[src/rtl/sticky_status_pkg.sv]
package sticky_status_pkg;
  localparam int CMD_W  = 16;
  localparam int STAT_W = 16;
  localparam int NUM_ERR = 6;
  localparam int NUM_GATED = NUM_ERR - 1;
  localparam int ERR_LSB = 7;
  localparam int BUSY_BIT = ERR_LSB + NUM_ERR;

  typedef struct packed {
    logic setEn;
    logic clrEn;
    logic setMs;
    logic clrMs;
    logic [NUM_ERR-1:0] setErr;
    logic [NUM_ERR-1:0] clrErr;
  } cmdStrobe_t;
endpackage

[src/rtl/status_cmd_ctrl.sv]
module status_cmd_ctrl
  import sticky_status_pkg::*;
(
  input  logic                 cmdWe,
  input  logic [CMD_W-1:0]     cmdWord,
  input  logic [NUM_ERR-1:0]   errEvent,
  input  logic [NUM_GATED-1:0] errMask,
  output cmdStrobe_t           strobe
);
  logic [NUM_ERR-1:0] cmdSet;
  logic [NUM_ERR-1:0] cmdClr;
  logic [NUM_ERR-1:0] evtGate;

  // error index: 0 mode, 1 txOvf, 2 rxOvf, 3 abort, 4 txUnd, 5 rxUnd
  assign cmdSet  = {cmdWord[5], cmdWord[15:12], cmdWord[7]};
  assign cmdClr  = {cmdWord[4], cmdWord[11:8], cmdWord[6]};
  assign evtGate = {errMask, 1'b1};

  always_comb begin
    strobe.setEn  = cmdWe & cmdWord[1];
    strobe.clrEn  = cmdWe & cmdWord[0];
    strobe.setMs  = cmdWe & cmdWord[3];
    strobe.clrMs  = cmdWe & cmdWord[2];
    strobe.setErr = ({NUM_ERR{cmdWe}} & cmdSet) | (errEvent & evtGate);
    strobe.clrErr = {NUM_ERR{cmdWe}} & cmdClr;
  end
endmodule

[src/rtl/status_flags_dp.sv]
module status_flags_dp
  import sticky_status_pkg::*;
(
  input  logic               clk,
  input  logic               rstN,
  input  cmdStrobe_t         strobe,
  output logic               enQ,
  output logic               msQ,
  output logic [NUM_ERR-1:0] errQ
);
  always_ff @(posedge clk or negedge rstN) begin
    if (!rstN) begin
      enQ <= 1'b0;
      msQ <= 1'b0;
    end else begin
      if (strobe.setEn)      enQ <= 1'b1;
      else if (strobe.clrEn) enQ <= 1'b0;
      if (strobe.setMs)      msQ <= 1'b1;
      else if (strobe.clrMs) msQ <= 1'b0;
    end
  end

  for (genvar i = 0; i < NUM_ERR; i++) begin : g_flag
    always_ff @(posedge clk or negedge rstN) begin
      if (!rstN)                 errQ[i] <= 1'b0;
      else if (strobe.setErr[i]) errQ[i] <= 1'b1;
      else if (strobe.clrErr[i]) errQ[i] <= 1'b0;
    end
  end
endmodule

[src/rtl/sticky_status_unit.sv]
module sticky_status_unit
  import sticky_status_pkg::*;
(
  input  logic                 clk,
  input  logic                 rstN,
  input  logic                 cmdWe,
  input  logic [CMD_W-1:0]     cmdWord,
  input  logic [NUM_ERR-1:0]   errEvent,
  input  logic [NUM_GATED-1:0] errMask,
  input  logic                 busyIn,
  output logic [STAT_W-1:0]    statusWord,
  output logic                 cfgMode,
  output logic                 errIrq
);
  cmdStrobe_t         strobe;
  logic               enQ;
  logic               msQ;
  logic [NUM_ERR-1:0] errQ;

  status_cmd_ctrl u_ctrl (
    .cmdWe(cmdWe), .cmdWord(cmdWord), .errEvent(errEvent),
    .errMask(errMask), .strobe(strobe)
  );

  status_flags_dp u_dp (
    .clk(clk), .rstN(rstN), .strobe(strobe),
    .enQ(enQ), .msQ(msQ), .errQ(errQ)
  );

  always_comb begin
    statusWord = '0;
    statusWord[0] = enQ;
    statusWord[1] = msQ;
    statusWord[ERR_LSB +: NUM_ERR] = errQ;
    statusWord[BUSY_BIT] = busyIn;
  end

  assign cfgMode = ~enQ;
  assign errIrq  = |errQ;
endmodule

[config.mk]
export PLATFORM = sky130hd
export DESIGN_NAME = sticky_status_unit
export DESIGN_NICKNAME = d
export VERILOG_FILES = /design/src/rtl/sticky_status_pkg.sv /design/src/rtl/status_cmd_ctrl.sv /design/src/rtl/status_flags_dp.sv /design/src/rtl/sticky_status_unit.sv
export SDC_FILE = /design/constraint.sdc
export NUM_CORES = 1
export LEC_CHECK = 0
export BUFFER_PORTS_ARGS = -buffer_cell sky130_fd_sc_hd__buf_2
export CAP_MARGIN = 10
export CELL_PAD_IN_SITES_DETAIL_PLACEMENT = 0
export CELL_PAD_IN_SITES_GLOBAL_PLACEMENT = 2
export CORE_ASPECT_RATIO = 1.75
export CORE_UTILIZATION = 15
export CTS_BUF_LIST = sky130_fd_sc_hd__clkbuf_8
export DETAILED_ROUTE_END_ITERATION = 8
export PLACE_DENSITY_LB_ADDON = 0.3
export REMOVE_ABC_BUFFERS = 1
export SETUP_SLACK_MARGIN = 0.4
export SYNTH_ARGS = -nofsm -noshare
export SYNTH_HDL_FRONTEND = slang
export SYNTH_SLANG_ARGS = --single-unit
[constraint.sdc]
create_clock -name clk -period 0.8 [get_ports clk]
set_input_delay 0.16 -clock clk [delete_from_list [all_inputs] [get_ports clk]]
set_output_delay 0.16 -clock clk [all_outputs]
set_load 0.01 [all_outputs]
* After elaboration in Yosys (flattened, before gate mapping)
Cells that the tools add are included.
** Storage, ports and cells
- Flip-flop bits (word level) :: 8
- Output and inout port bits :: 18
- Word-level logic and storage cells :: 42
** Cells by class
- Muxes and demuxes :: 16
- Bitwise operators :: 9
- Reduce and logical (&&, ||, !) cells :: 9
** Operator list (number)
- $and 6x6->6 :: 3
- $mux 1 :: 16
- $reduce_bool 2->1 :: 8
- $or 6x6->6 :: 1
- $reduce_or 6->1 :: 1
- $and 1x1->1 :: 4
- $not 1->1 :: 1

* Depth between registers and ports, before layout
- Word-level depth :: 3
- Mapped depth :: 3

* By module
Synthesis repeated with hierarchy kept, for this count alone.
** Unflattened totals
- Cell total of the unflattened synthesis :: 56
- Area total of the unflattened synthesis :: 526.8 um2
** Modules (own cells, without submodules)
- status_flags_dp :: instances 1, cells each 24, area an instance 290.3 um2, sequential area each 200.2 um2
- status_cmd_ctrl :: instances 1, cells each 17, area an instance 140.1 um2, sequential area each 0.0 um2
- sticky_status_unit :: instances 1, cells each 15, area an instance 96.3 um2, sequential area each 0.0 um2

* Worst setup path before layout
Ideal clock, no wire load.
- Path type :: register -> output
- Start point :: register u_dp.errQ[3]
- End point :: output errIrq
- Arrival :: 0.787 ns
- Path slack :: -0.147 ns
- Stages on the path, launching flop included :: 3
- Cell sequence :: dfrtp_1 nor4_1 nand2_1
** On the way
- Word-level cells in the longest chain between the ends :: 1
** Ends and longest elaborated chain
- start: declaration :: line status_flags_dp.sv:9 : output logic [NUM_ERR-1:0] errQ
- start signal: indexed assignment :: line status_flags_dp.sv:25 : if (!rstN) errQ[i] <= 1'b0;
- start signal: indexed assignment :: line status_flags_dp.sv:26 : else if (strobe.setErr[i]) errQ[i] <= 1'b1;
- start signal: indexed assignment :: line status_flags_dp.sv:27 : else if (strobe.clrErr[i]) errQ[i] <= 1'b0;
- $reduce_or 6->1 :: line sticky_status_unit.sv:39 : assign errIrq = |errQ;
- end: declaration :: line sticky_status_unit.sv:13 : output logic errIrq
No other way between the ends.

* Worst setup path in the final report
- Start point :: register u_dp.errQ[3]
- End point :: output statusWord[10]
** RTL lines
- end: declaration :: line sticky_status_unit.sv:11 : output logic [STAT_W-1:0] statusWord,
No word-level cell between the ends.

==> metrics.md <==
| Metric | Value |
|---|---|
| FP Rows | 25 |
| Fmax | 809 MHz |
| Layout area overhead | 67.6% |
| Clk Latency, worst-skew pair | 0.22 ns |
| Initial DRC count | 2 |
| Max clock buf depth | 2 |
| Vias after detailed routing | 462 |
| DR WL/cell | 11.2 um |
| Port bufs | 39 |
| Antenna-violating nets left | 0 |
| Syn Inst Count | 40 |
| Worst path required time | 0.64 ns |
| Placed wire-length estimate | 993 um |
| Initial Utilization | 0.160 |
| Area after DPL | 624 um^2 |
| CP Data Arrival Time | 1.08 ns |
| Final Max Slew Viols | 0 |
| Critical path class | flip-flop to output port |
| Clk slew on worst S/H paths | 0.04 ns |
| Sw Share | 0.246 |
| Seq pwr share | 0.371 |
| Worst R2R Path Depth | 5 |
| Busiest layer in global routing | met2 |
| Outcome | complete, but fails checks |
| Clk sink count | 8 |
| Max-cap violations | 0 |
| PwrDens | 1740 nW/um^2 |
| CP Capture Type | output port |
| H-tree depth | 1 |
| Root Buffer | clkbuf_8 |
| Global route total overflow | 0 |
| Grt met3 use | 0.0147 |
| Met2 GRT Util | 0.140 |
| GR Util met1 | 0.0994 |
| N_diodes | 0 |
| Max Clock Skew | 0 ns |
| TritonCTS clock tree | yes |
| Via-to-Cell Ratio | 4.16 |
| FF/Latch Area | 200 um^2 |
| Distinct cell type count after synthesis | 11 |
| Tcrit/Tclk final | 1.55 |
| Clock power frac | 0.379 |
| NetSw | 0.000313 W |
| Endpoints failing setup | 16 |
| Ys Warns | 0 |
| Area of the multi-input gates | 175 um^2 |
| Max incr delay on CP | 0.38 ns |
| Largest net degree at the start of global routing | 17 |
| Design Area, Final | 732 um^2 |
| Num CTS Buffers | 3 |
| Syn avg cell area | 10.9 um^2 |
| Final WL | 1240 um |
| Gate power share | 0.249 |
| Hold Slack | -0.232 ns |
| CP Max Fanout | 2 |
| Failing checks | hold timing, setup timing |
| Final #Nets | 117 |
| VDD IR-drop max | 0.851 mV |
| Seq cells post-synth | 8 |
| Hold Crit Class | input pin to asynchronous set/reset pin |
| P_leak | 0.373 nW |
| RR Endpoint | u_dp.errQ[3]$_DFFE_PN0P_ |
| Pre-antenna DRT Iters | 4 |
| Core ar. | 2720 um^2 |
| Cell family with most CP delay | buffers and inverters |
| Crit path buffers/inverters | 4 |
| First-pass GRT wire length | 1980 um |
| Setup crit start kind | flip-flop |
| Sequential fraction of the synthesis area | 0.458 |
| Min cycle time layout | 1.24 ns |
| Gpl congestion | 0.674 |
| Layout fillers | 293 |
| Reg-to-reg startpoint | u_dp.errQ[3]$_DFFE_PN0P_ |
| DIE AREA | 3140 um^2 |
| Die span in x | 42.8 um |
| Post-Syn Area | 437 um^2 |
| Share of layout cells above drive strength 1 | 0.619 |
| Crit path max-delay cell type | dfrtp_1 |
| R2r setup slk | -0.42 ns |
| Io pins | 49 |
| Die height | 73.4 um |
| Worst setup margin | -0.436 ns |
| Internal Pwr Total | 0.000961 W |
| RSZ-0062 raised after global routing | yes |
| All-Layer GR Usage | 0.0906 |
| Final hold violation count | 8 |
| # DRC | 0 |
| Vias in the first global route | 427 |
| Antenna violations before repair | 0 |
| Crit-path cells | buf_4 -> buf_6 -> buf_6 -> buf_4 |
[per-stage QoR]
step,utilization,setup TNS (ns),instances,setup slack [ns],power [W]
4_1_cts,0.262,-3.16,109,-0.452,0.00128
3_5_place_dp,0.229,-1.53,104,-0.237,0.000738
3_3_place_gp,0.229,-1.42,104,-0.233,0.000737
2_1_floorplan,-,-0.652,35,-0.147,0.000571
6_report,0.269,-3.39,111,-0.436,0.00127
5_1_grt,0.269,-3.97,111,-0.483,0.00135
[Yosys cell counts]
| master | count | area [um^2] |
|---|---|---|
| a21boi_0 | 5 | 37.5 |
| a221o_1 | 6 | 60.1 |
| a22o_2 | 2 | 20.0 |
| buf_4 | 10 | 75.1 |
| buf_6 | 1 | 11.3 |
| conb_1 | 1 | 3.75 |
| dfrtp_1 | 8 | 200 |
| inv_1 | 1 | 3.75 |
| nand2_1 | 4 | 15.0 |
| nor2_1 | 1 | 3.75 |
| nor4_1 | 1 | 6.26 |
[worst reg2reg max path, stage by stage, from the launching register on]
cell	delay, ns
dfrtp_1	0.38
buf_4	0.14
buf_6	0.10
buf_6	0.10
a21boi_0	0.11
a221o_1	0.27
[sequential cells by signal, indices dropped and copies added (netlist names)]
signal and cells:
u_dp.enQ 1, u_dp.errQ 6, u_dp.msQ 1
[layout by cell type (no fill, tap or decap)]
cell	n
nor4_2	1
a21boi_1	4
a221o_1	6
buf_6	6
dfrtp_1	8
buf_2	36
clkbuf_8	3
nand2_1	4
conb_1	7
nor2_1	1
buf_4	4
a21boi_0	1
a22o_2	2
inv_1	1
[cells by family after synthesis]
| kind of cell | Yosys count | synth area share |
|---|---|---|
| buf+inv | 12 | 0.206 |
| simple gates | 6 | 0.0573 |
| other cells | 1 | 0.00859 |
| compound gates | 13 | 0.269 |
| flops | 8 | 0.458 |
[cell type report]
| type | count | share of cell area |
|---|---|---|
| timing repair buffer | 46 | 0.379 |
| tap | 27 | 0.0462 |
| inverter | 1 | 0.00513 |
| sequential | 8 | 0.274 |
| multi-input combinational | 26 | 0.239 |
| clock buffer | 3 | 0.0564 |
[worst max path at each step]
| stage | endpoint | depth (start not counted) | slack (ns) | startpoint |
|---|---|---|---|---|
| after floorplan | errIrq | 2 | -0.15 | u_dp.errQ[3]$_DFFE_PN0P_ |
| after global placement | errIrq | 3 | -0.23 | u_dp.errQ[3]$_DFFE_PN0P_ |
| after detailed placement | errIrq | 3 | -0.24 | u_dp.errQ[3]$_DFFE_PN0P_ |
| after CTS | errIrq | 3 | -0.45 | u_dp.errQ[3]$_DFFE_PN0P_ |
| after global routing | errIrq | 3 | -0.48 | u_dp.errQ[3]$_DFFE_PN0P_ |
| final | statusWord[10] | 4 | -0.44 | u_dp.errQ[3]$_DFFE_PN0P_ |
[routing by layer]
layer / vias to the layer above / wire (um) / share of wire
li1: 217 / - / -
met1: 214 / 450 / 0.36
met2: 27 / 655 / 0.53
met3: 4 / 80 / 0.064
met4: 0 / 55 / 0.044
met5: - / 0 / 0
[what timing repair did]
item,CTS,global route
setup endpoints to repair,18,18
setup buffers,2,2
hold endpoints to repair,8,8
gates resized for setup,11,1
pin swaps,0,0
[power by group through the flow]
stage	clock network (W)	registers, W	logic (W)
after floorplan	0	0.000495	0.0000766
after global placement	0	0.000476	0.000260
after detailed placement	0	0.000477	0.000261
after CTS	0.000496	0.000476	0.000304
after global routing	0.000520	0.000479	0.000352
final	0.000483	0.000473	0.000318
Note: power is estimated with default switching activity, not from simulation.
